### src/rtl/simd_alu_pkg.sv
package simd_alu_pkg;
  parameter int WORD_W = 32;
  parameter int SH_W   = 4;

  typedef enum logic [2:0] {
    OP_ADD  = 3'd0,
    OP_ADDS = 3'd1,
    OP_SUB  = 3'd2,
    OP_SUBS = 3'd3,
    OP_SHL  = 3'd4,
    OP_SHLS = 3'd5,
    OP_SHR  = 3'd6,
    OP_PASS = 3'd7
  } opCodeE;

  typedef struct packed {
    logic            loadEn;
    logic            subSel;
    logic            shlSel;
    logic            shrSel;
    logic            passSel;
    logic            satSel;
    logic            halfSel;
    logic [SH_W-1:0] shAmt;
  } laneCtrlT;
endpackage

### src/rtl/simd_alu_ctrl.sv
module simd_alu_ctrl
  import simd_alu_pkg::*;
(
  input  logic            inValid,
  input  logic [2:0]      opCode,
  input  logic            laneMode,
  input  logic            shSrc,
  input  logic [SH_W-1:0] shAmt,
  input  logic [SH_W-1:0] opBLow,
  output laneCtrlT        ctrl
);
  localparam logic [SH_W-1:0] BYTE_MASK = SH_W'((1 << (SH_W - 1)) - 1);

  opCodeE opDec;
  logic [SH_W-1:0] rawAmt;

  always_comb begin
    opDec        = opCodeE'(opCode);
    rawAmt       = shSrc ? opBLow : shAmt;
    ctrl         = '0;
    ctrl.loadEn  = inValid;
    ctrl.halfSel = laneMode;
    ctrl.shAmt   = laneMode ? rawAmt : (rawAmt & BYTE_MASK);
    unique case (opDec)
      OP_ADD:  ctrl.satSel = 1'b0;
      OP_ADDS: ctrl.satSel = 1'b1;
      OP_SUB:  ctrl.subSel = 1'b1;
      OP_SUBS: begin ctrl.subSel = 1'b1; ctrl.satSel = 1'b1; end
      OP_SHL:  ctrl.shlSel = 1'b1;
      OP_SHLS: begin ctrl.shlSel = 1'b1; ctrl.satSel = 1'b1; end
      OP_SHR:  ctrl.shrSel = 1'b1;
      OP_PASS: ctrl.passSel = 1'b1;
      default: ctrl.passSel = 1'b1;
    endcase
  end
endmodule

### src/rtl/simd_alu_dp.sv
module simd_alu_dp
  import simd_alu_pkg::*;
#(
  parameter int BYTE_W = 8,
  parameter int HALF_W = 16
) (
  input  logic                      clk,
  input  logic                      rstN,
  input  laneCtrlT                  ctrl,
  input  logic [WORD_W-1:0]         opA,
  input  logic [WORD_W-1:0]         opB,
  output logic                      outValid,
  output logic [WORD_W-1:0]         result,
  output logic [WORD_W/BYTE_W-1:0]  ovf
);
  localparam int NB  = WORD_W / BYTE_W;
  localparam int NH  = WORD_W / HALF_W;
  localparam int SHB = $clog2(BYTE_W);
  localparam int SHH = $clog2(HALF_W);

  logic [WORD_W-1:0] byteRes, halfRes, nextRes;
  logic [NB-1:0]     byteOvf, nextOvf;
  logic [NH-1:0]     halfOvf;

  // Unsigned byte lanes, each with a private 9-bit adder
  for (genvar i = 0; i < NB; i++) begin : g_byte
    logic [BYTE_W-1:0]   a, b, r;
    logic [BYTE_W:0]     sum, dif;
    logic [2*BYTE_W-1:0] shw;
    logic                ov;
    assign a = opA[i*BYTE_W +: BYTE_W];
    assign b = opB[i*BYTE_W +: BYTE_W];
    always_comb begin
      sum = {1'b0, a} + {1'b0, b};
      dif = {1'b0, a} - {1'b0, b};
      shw = {{BYTE_W{1'b0}}, a} << ctrl.shAmt[SHB-1:0];
      r   = a;
      ov  = 1'b0;
      if (ctrl.passSel) begin
        r  = a;
        ov = 1'b0;
      end else if (ctrl.shrSel) begin
        r  = a >> ctrl.shAmt[SHB-1:0];
        ov = 1'b0;
      end else if (ctrl.shlSel) begin
        ov = |shw[2*BYTE_W-1:BYTE_W];
        r  = (ov && ctrl.satSel) ? {BYTE_W{1'b1}} : shw[BYTE_W-1:0];
      end else if (ctrl.subSel) begin
        ov = dif[BYTE_W];
        r  = (ov && ctrl.satSel) ? {BYTE_W{1'b0}} : dif[BYTE_W-1:0];
      end else begin
        ov = sum[BYTE_W];
        r  = (ov && ctrl.satSel) ? {BYTE_W{1'b1}} : sum[BYTE_W-1:0];
      end
    end
    assign byteRes[i*BYTE_W +: BYTE_W] = r;
    assign byteOvf[i] = ov;
  end

  // Signed halfword lanes, each with a private 17-bit adder
  for (genvar j = 0; j < NH; j++) begin : g_half
    localparam logic [HALF_W-1:0] POS_MAX = {1'b0, {(HALF_W-1){1'b1}}};
    localparam logic [HALF_W-1:0] NEG_MIN = {1'b1, {(HALF_W-1){1'b0}}};
    logic [HALF_W-1:0]   a, b, r, clampV;
    logic [HALF_W:0]     sum, dif;
    logic [2*HALF_W-1:0] shw;
    logic                ov;
    assign a = opA[j*HALF_W +: HALF_W];
    assign b = opB[j*HALF_W +: HALF_W];
    always_comb begin
      sum    = {a[HALF_W-1], a} + {b[HALF_W-1], b};
      dif    = {a[HALF_W-1], a} - {b[HALF_W-1], b};
      shw    = {{HALF_W{a[HALF_W-1]}}, a} << ctrl.shAmt[SHH-1:0];
      r      = a;
      ov     = 1'b0;
      clampV = POS_MAX;
      if (ctrl.passSel) begin
        r  = a;
        ov = 1'b0;
      end else if (ctrl.shrSel) begin
        r  = $signed(a) >>> ctrl.shAmt[SHH-1:0];
        ov = 1'b0;
      end else if (ctrl.shlSel) begin
        ov     = shw[2*HALF_W-1:HALF_W-1] != {(HALF_W+1){a[HALF_W-1]}};
        clampV = a[HALF_W-1] ? NEG_MIN : POS_MAX;
        r      = (ov && ctrl.satSel) ? clampV : shw[HALF_W-1:0];
      end else if (ctrl.subSel) begin
        ov     = dif[HALF_W] != dif[HALF_W-1];
        clampV = dif[HALF_W] ? NEG_MIN : POS_MAX;
        r      = (ov && ctrl.satSel) ? clampV : dif[HALF_W-1:0];
      end else begin
        ov     = sum[HALF_W] != sum[HALF_W-1];
        clampV = sum[HALF_W] ? NEG_MIN : POS_MAX;
        r      = (ov && ctrl.satSel) ? clampV : sum[HALF_W-1:0];
      end
    end
    assign halfRes[j*HALF_W +: HALF_W] = r;
    assign halfOvf[j] = ov;
  end

  always_comb begin
    nextRes = ctrl.halfSel ? halfRes : byteRes;
    nextOvf = ctrl.halfSel ? {{(NB-NH){1'b0}}, halfOvf} : byteOvf;
  end

  always_ff @(posedge clk or negedge rstN) begin
    if (!rstN) begin
      outValid <= 1'b0;
      result   <= '0;
      ovf      <= '0;
    end else begin
      outValid <= ctrl.loadEn;
      if (ctrl.loadEn) begin
        result <= nextRes;
        ovf    <= nextOvf;
      end
    end
  end
endmodule

### src/rtl/simd_sat_alu.sv
module simd_sat_alu
  import simd_alu_pkg::*;
(
  input  logic        clk,
  input  logic        rstN,
  input  logic        inValid,
  input  logic [31:0] opA,
  input  logic [31:0] opB,
  input  logic [2:0]  opCode,
  input  logic        laneMode,
  input  logic        shSrc,
  input  logic [3:0]  shAmt,
  output logic        outValid,
  output logic [31:0] result,
  output logic [3:0]  ovf
);
  laneCtrlT ctrl;

  simd_alu_ctrl u_ctrl (
    .inValid (inValid),
    .opCode  (opCode),
    .laneMode(laneMode),
    .shSrc   (shSrc),
    .shAmt   (shAmt),
    .opBLow  (opB[SH_W-1:0]),
    .ctrl    (ctrl)
  );

  simd_alu_dp #(.BYTE_W(8), .HALF_W(16)) u_dp (
    .clk     (clk),
    .rstN    (rstN),
    .ctrl    (ctrl),
    .opA     (opA),
    .opB     (opB),
    .outValid(outValid),
    .result  (result),
    .ovf     (ovf)
  );
endmodule

### config.mk
export PLATFORM = sky130hd
export DESIGN_NAME = simd_sat_alu
export DESIGN_NICKNAME = d
export VERILOG_FILES = /design/src/rtl/simd_alu_pkg.sv /design/src/rtl/simd_alu_ctrl.sv /design/src/rtl/simd_alu_dp.sv /design/src/rtl/simd_sat_alu.sv
export SDC_FILE = /design/constraint.sdc
export NUM_CORES = 1
export LEC_CHECK = 0
export BUFFER_PORTS_ARGS = -buffer_cell sky130_fd_sc_hd__buf_2
export CAP_MARGIN = 20
export CORE_ASPECT_RATIO = 2
export CORE_MARGIN = 2
export CORE_UTILIZATION = 57
export CTS_BUF_LIST = sky130_fd_sc_hd__clkbuf_8 sky130_fd_sc_hd__clkbuf_16
export DETAILED_ROUTE_END_ITERATION = 6
export PLACE_DENSITY_LB_ADDON = 0.3
export REMOVE_ABC_BUFFERS = 1
export SLEW_MARGIN = 20
export SYNTH_ARGS = -nofsm -noshare
export SYNTH_HDL_FRONTEND = slang
export SYNTH_SLANG_ARGS = --single-unit
### constraint.sdc
create_clock -name clk -period 0.8 [get_ports clk]
set_input_delay 0.12 -clock clk [delete_from_list [all_inputs] [get_ports clk]]
set_output_delay 0.12 -clock clk [all_outputs]
set_load 0.1 [all_outputs]
==> results of run 1 <==
==> logic make-up after synthesis <==
kind of cell               after synthesis
xor gates and xnor gates                70
and+or+nand+nor                        575
DFF                                     37
buffers and inverters                  247
adders and majority gates               74
AOI/OAI and AO/OA                      758
muxes                                  103
==> synth_stat cells, drive strengths merged, types with 23 or more instances <==
cell / n / share of area (%)
a211oi: 47 / 2.8
a21o: 24 / 1.4
xnor2: 59 / 4.1
a31oi: 52 / 2.6
nand2: 216 / 6.5
mux2i: 65 / 5.2
dfrtp: 37 / 7.4
ha: 66 / 6.6
clkbuf: 115 / 3.4
a21oi: 200 / 8.0
mux4: 28 / 5.1
a221oi: 27 / 1.9
inv: 77 / 2.3
and3: 23 / 1.1
nand3: 46 / 1.8
nor3: 26 / 1.1
buf: 48 / 2.0
o21ai: 147 / 5.9
nor2: 163 / 4.9
o211ai: 31 / 1.9
==> stage by stage <==
stage	cell area, sq um	hold slack, ps
2_1_floorplan	11900	-176
3_3_place_gp	18700	104
3_5_place_dp	18700	110
4_1_cts	20000	131
==> routing by layer <==
layer / GRT overflow / global-route usage, %
met5: 3 / 20.3
met4: 524 / 111
met3: 23 / 69.5
met2: 2357 / 144
met1: 39 / 85.7
==> repair_timing <==
item,4_1_cts
gates resized for setup,195
hold buffers,1
setup buffers,50
pin swaps,51
endpoints found under the setup margin,73
hold endpoints to repair,37
gates cloned,1
==> impl_metrics.tcl, run 1 <==
set metrics [dict create \
    overflow 2946 \
    yosysWarnings 0 \
    synth_area_per_cell_sq_um 6.74 \
    grt_pass1_wl_um 182000 \
    die_h_um 214 \
    yosys-mux-area-fraction_pct 11.3 \
    ioPinCount 113 \
    synthAdderAreaFrac_pct 7.85 \
    synth_seq_cells 37 \
    ys_seq_area_share_pct 7.37 \
    async_flop_share_pct 100 \
    grt_max_degree 38 \
    ys.flop_type "dfrtp_1" \
    num_rows 76 \
    place.gp.congestion 1.36 \
    initial_utilization_pct 58.2 \
    synth_compound_area_share_pct 40.1 \
    status "stopped before the end" \
    htree_levels 2 \
    syn_inst 1864 \
    synth_xor_area_share_pct 4.88 \
    synth_edf_count 0 \
    yosysUniqueCellTypes 86 \
    dp.cells 2776 \
    grt_use_total_pct 102 \
    cts_max_path_buffers 2 \
    haltStage "global routing" \
    synth_top_family_by_area "compound AO/OA/AOI/OAI gates" \
    netlist_area_sq_um 12600 \
    cts_num_sinks 37 \
    cts_buffers 5 \
    die_w_um 109 \
    grt_pass1_vias 27943 \
    synthSimpleGateAreaFrac_pct 20.6 \
    tool.error "[ERROR GRT-0116] Global routing finished with congestion. Check the congestion regions in the DRC Viewer." \
    hpwl_um 66000 \
    port_buffers 112 \
    cts_root_buffer "clkbuf_16" \
    pre_cts_ws_ps -3000 \
]
==> inputs of run 2 (changes only) <==
- CORE_ASPECT_RATIO: 2 -> not set
- CORE_UTILIZATION: 57 -> 40
- CTS_BUF_LIST: sky130_fd_sc_hd__clkbuf_8 sky130_fd_sc_hd__clkbuf_16 -> not set
- PLACE_DENSITY_LB_ADDON: 0.3 -> 0.15
- clock period: 0.8 -> 1 ns (I/O delays scaled with it)
==> impl_metrics.tcl, run 2 <==
set metrics [dict create \
    num_vias 20155 \
    place_area_sq_um 19300 \
    maxSlewViolCount 0 \
    p_total_mw 23.1 \
    dr.pass1.iters 7 \
    synth_top_area_share_pct 7.97 \
    cp.required_ps 1200 \
    synth_area_leaders "a21oi_1 (8.0%), dfrtp_1 (7.4%), ha_1 (6.6%)" \
    die_h_um 181 \
    crit_type "input pin to flop" \
    skew_ps 0 \
    reg2reg_to "u_dp.result[20]" \
    dp.cells 2957 \
    via_per_inst 6.61 \
    synth_area_per_cell_sq_um 6.74 \
    cp_max_fo 7 \
    synth_compound_area_share_pct 40.1 \
    drive_above_1_share_pct 44.6 \
    hold_violations 0 \
    end_kind "flop" \
    reg2reg_depth 4 \
    async_flop_share_pct 100 \
    grt_max_degree 38 \
    status "finished, violations left" \
    final_nets 2800 \
    reg2reg_from "u_dp.result[20]" \
    synth_xor_area_share_pct 4.88 \
    finalSetupViolations 73 \
    ys.flop_type "dfrtp_1" \
    critPathLaunchType "input pin" \
    rsz0062_at_grt "true" \
    mostFrequentLayoutCell "buf_4" \
    final_util_pct 69.9 \
    top_regs "u_dp.result: 32 flops, u_dp.ovf: 4 flops, u_dp.outValid: 1 flops" \
    grt_pass1_wl_um 116000 \
    final_cell_mix "buf_4 (761), nand2_1 (216), a21oi_1 (188), nor2_1 (148), o21ai_0 (128)" \
    synth_edf_count 0 \
    drc 0 \
    pre_cts_ws_ps -2680 \
    timing.hold.ws_ps 313 \
    clkTransAtPathRegs_ps 70 \
    min_from "opA[16]" \
    cts_num_sinks 37 \
    yosys.area.top_type "a21oi_1" \
    core_area_sq_um 30700 \
    grt_use_total_pct 46.4 \
    ant_nets 0 \
    r2r_setup_slack_ps -200 \
    period_share_pct 325 \
    ioPinCount 113 \
    ys_top_cells_by_count "nand2_1 (216), a21oi_1 (200), nor2_1 (163)" \
    worst_pin_slew_ps 689 \
    syn_inst 1864 \
    startpoint "shSrc" \
    postRouteWirelength_um 80600 \
    wire_per_inst_um 26.4 \
    htree_levels 2 \
    violations "setup timing" \
    netlist_area_sq_um 12600 \
    die_area_sq_um 32800 \
    cts_tree "done" \
    crit_end "u_dp.result[29]" \
    drt_iter0_markers 3417 \
    overflow 0 \
    yosysUniqueCellTypes 86 \
    cts_buffers 5 \
    synth.most_common_cell "nand2_1" \
    synthAdderAreaFrac_pct 7.85 \
    largest_reg_flops 32 \
    period_needed_ps 3250 \
    ir_drop_mv 0.970 \
    insertion_delay_ps 300 \
    place.gp.congestion 1.10 \
    synth_top_family_by_area "compound AO/OA/AOI/OAI gates" \
    tns_ps -77360 \
    grt_antenna_before_repair 0 \
    yosys-mux-area-fraction_pct 11.3 \
    leakage_nw 9.85 \
    grt_pass1_vias 18830 \
    cts_root_buffer "clkbuf_16" \
    hp-class "input pin to flop" \
    synth_seq_cells 37 \
    regMostFlops "u_dp.result" \
    area_growth_pct 71.1 \
    final_cells 3050 \
    finalWorstSetupSlack_ps -2250 \
    pwr_density_cell_nw_per_um2 1070 \
    cts_max_path_buffers 2 \
    synthSimpleGateAreaFrac_pct 20.6 \
    initial_utilization_pct 40.9 \
    max_slew_margin_pct 52.8 \
    max_freq_ghz 0.308 \
    ys_seq_area_share_pct 7.37 \
    fin_area_sq_um 21500 \
    hpwl_um 62800 \
    yosysWarnings 0 \
    port_buffers 112 \
    die_w_um 181 \
    num_rows 64 \
    critPathArrivalTime_ps 3450 \
    drv_cap 0 \
]
## run 2: cell counts after synthesis
No cell type changed its count.
## run 2: worst min-delay path by stage
stage	endpoint	cells after the start
floorplan	u_dp.outValid	0
CTS	u_dp.result[16]	4
global route	u_dp.outValid	3
finish	u_dp.result[16]	4
global placement	u_dp.result[17]	2
detailed placement	u_dp.result[17]	2
## run 2: cells by family after synthesis
family | count (synthesis)
simple gates | 575
xor+xnor | 70
flops | 37
fa+ha+maj | 74
buf+inv | 247
mux | 103
compound gates | 758
## run 2: area by class of cell
class | count | area, sq um
Multi-Input combinational cell | 1582 | 11700
Inverter | 84 | 322
Fill cell | 2647 | 9260
Sequential cell | 37 | 937
Tap cell | 396 | 495
Clock inverter | 1 | 5.00
Antenna cell | 3 | 7.51
Clock buffer | 7 | 153
Timing Repair Buffer | 940 | 7890
## run 2: metal layers
metal | global-route usage [%] | routed length, um
met4 | 13.7 | 3380
met3 | 18.2 | 13600
met2 | 64.0 | 31200
met1 | 65.5 | 32300
met5 | 2.07 | 95
## run 2: worst max-delay path, cell delays in order
cell	delay [ps]
buf_12	120
mux2_4	400
buf_6	150
mux4_2	490
mux2i_2	210
nand2_1	80
or4_4	530
and3b_2	250
nor3_2	260
buf_4	170
o221a_2	190
o2111ai_1	170
a22oi_1	250
## run 2: repair_timing
| item | 4_1_cts | 5_1_grt |
|---|---|---|
| endpoints found under the hold margin | 37 | 0 |
| setup buffers | 55 | 28 |
| hold buffers | 1 | 0 |
| gates cloned | 3 | 1 |
| endpoints found under the setup margin | 73 | 73 |
| gates resized for setup | 173 | 121 |
| pin swaps | 53 | 68 |
## run 2: report_power, final
part / switching, mW / internal [mW]
clock: 0.834 / 1.06
combinational: 10.6 / 8.34
sequential: 0.412 / 1.78
Power figures use the tool's default switching activity.
==> inputs of run 3 (changes only) <==
- CORE_UTILIZATION: 40 -> 55
- PLACE_DENSITY: not set -> 0.75
- PLACE_DENSITY_LB_ADDON: 0.15 -> not set
==> impl_metrics.tcl, run 3 <==
set metrics [dict create \
    hpwl_um 55900 \
    die_h_um 155 \
    place.gp.congestion 1.27 \
    yosys.area.top_type "a21oi_1" \
    ys_top_cells_by_count "nand2_1 (216), a21oi_1 (200), nor2_1 (163)" \
    port_buffers 112 \
    synth_area_per_cell_sq_um 6.74 \
    grt_pass1_wl_um 168000 \
    num_rows 55 \
    htree_levels 2 \
    die_w_um 155 \
    ioPinCount 113 \
    cts_root_buffer "clkbuf_16" \
    synth.most_common_cell "nand2_1" \
    synth_edf_count 0 \
    initial_utilization_pct 55.8 \
    cts_buffers 5 \
    haltStage "global routing" \
    yosysWarnings 0 \
    async_flop_share_pct 100 \
    yosysUniqueCellTypes 86 \
    grt_use_total_pct 90.6 \
    ys_seq_area_share_pct 7.37 \
    synth_area_leaders "a21oi_1 (8.0%), dfrtp_1 (7.4%), ha_1 (6.6%)" \
    grt_pass1_vias 26725 \
    cts_max_path_buffers 2 \
    tool.error "[ERROR GRT-0116] Global routing finished with congestion. Check the congestion regions in the DRC Viewer." \
    overflow 316 \
    status "stopped before the end" \
    pre_cts_ws_ps -2710 \
    syn_inst 1864 \
    synth_seq_cells 37 \
    grt_max_degree 40 \
    netlist_area_sq_um 12600 \
    synth_top_area_share_pct 7.97 \
    ys.flop_type "dfrtp_1" \
    cts_num_sinks 37 \
]
run 3: cell counts after synthesis:
No cell type changed its count.
run 3: kinds of logic after synthesis:
kind of cell,share of synthesized area [%]
buffers and inverters,7.93
adder cells (fa/ha/maj),7.85
multiplexers,11.3
AO/OA/AOI/OAI,40.1
XOR/XNOR,4.88
flip-flops,7.37
AND/OR/NAND/NOR,20.6
run 3: per-stage QoR:
step | cells | instance area [sq um]
after floorplan | 1701 | 11900
after global placement | 2756 | 18400
after detailed placement | 2756 | 18400
after CTS | 2812 | 19700
run 3: repair_timing:
item,4_1_cts
setup endpoints to repair,73
endpoints found under the hold margin,37
gates cloned,2
pin swaps,57
setup buffers,47
hold buffers,1
resized for setup,187
run 3: metal layers:
layer  GRT overflow  GRT usage (%)
met5              4           72.9
met3             48           86.4
met4             99           90.1
met2            127           97.9
met1             38           89.0
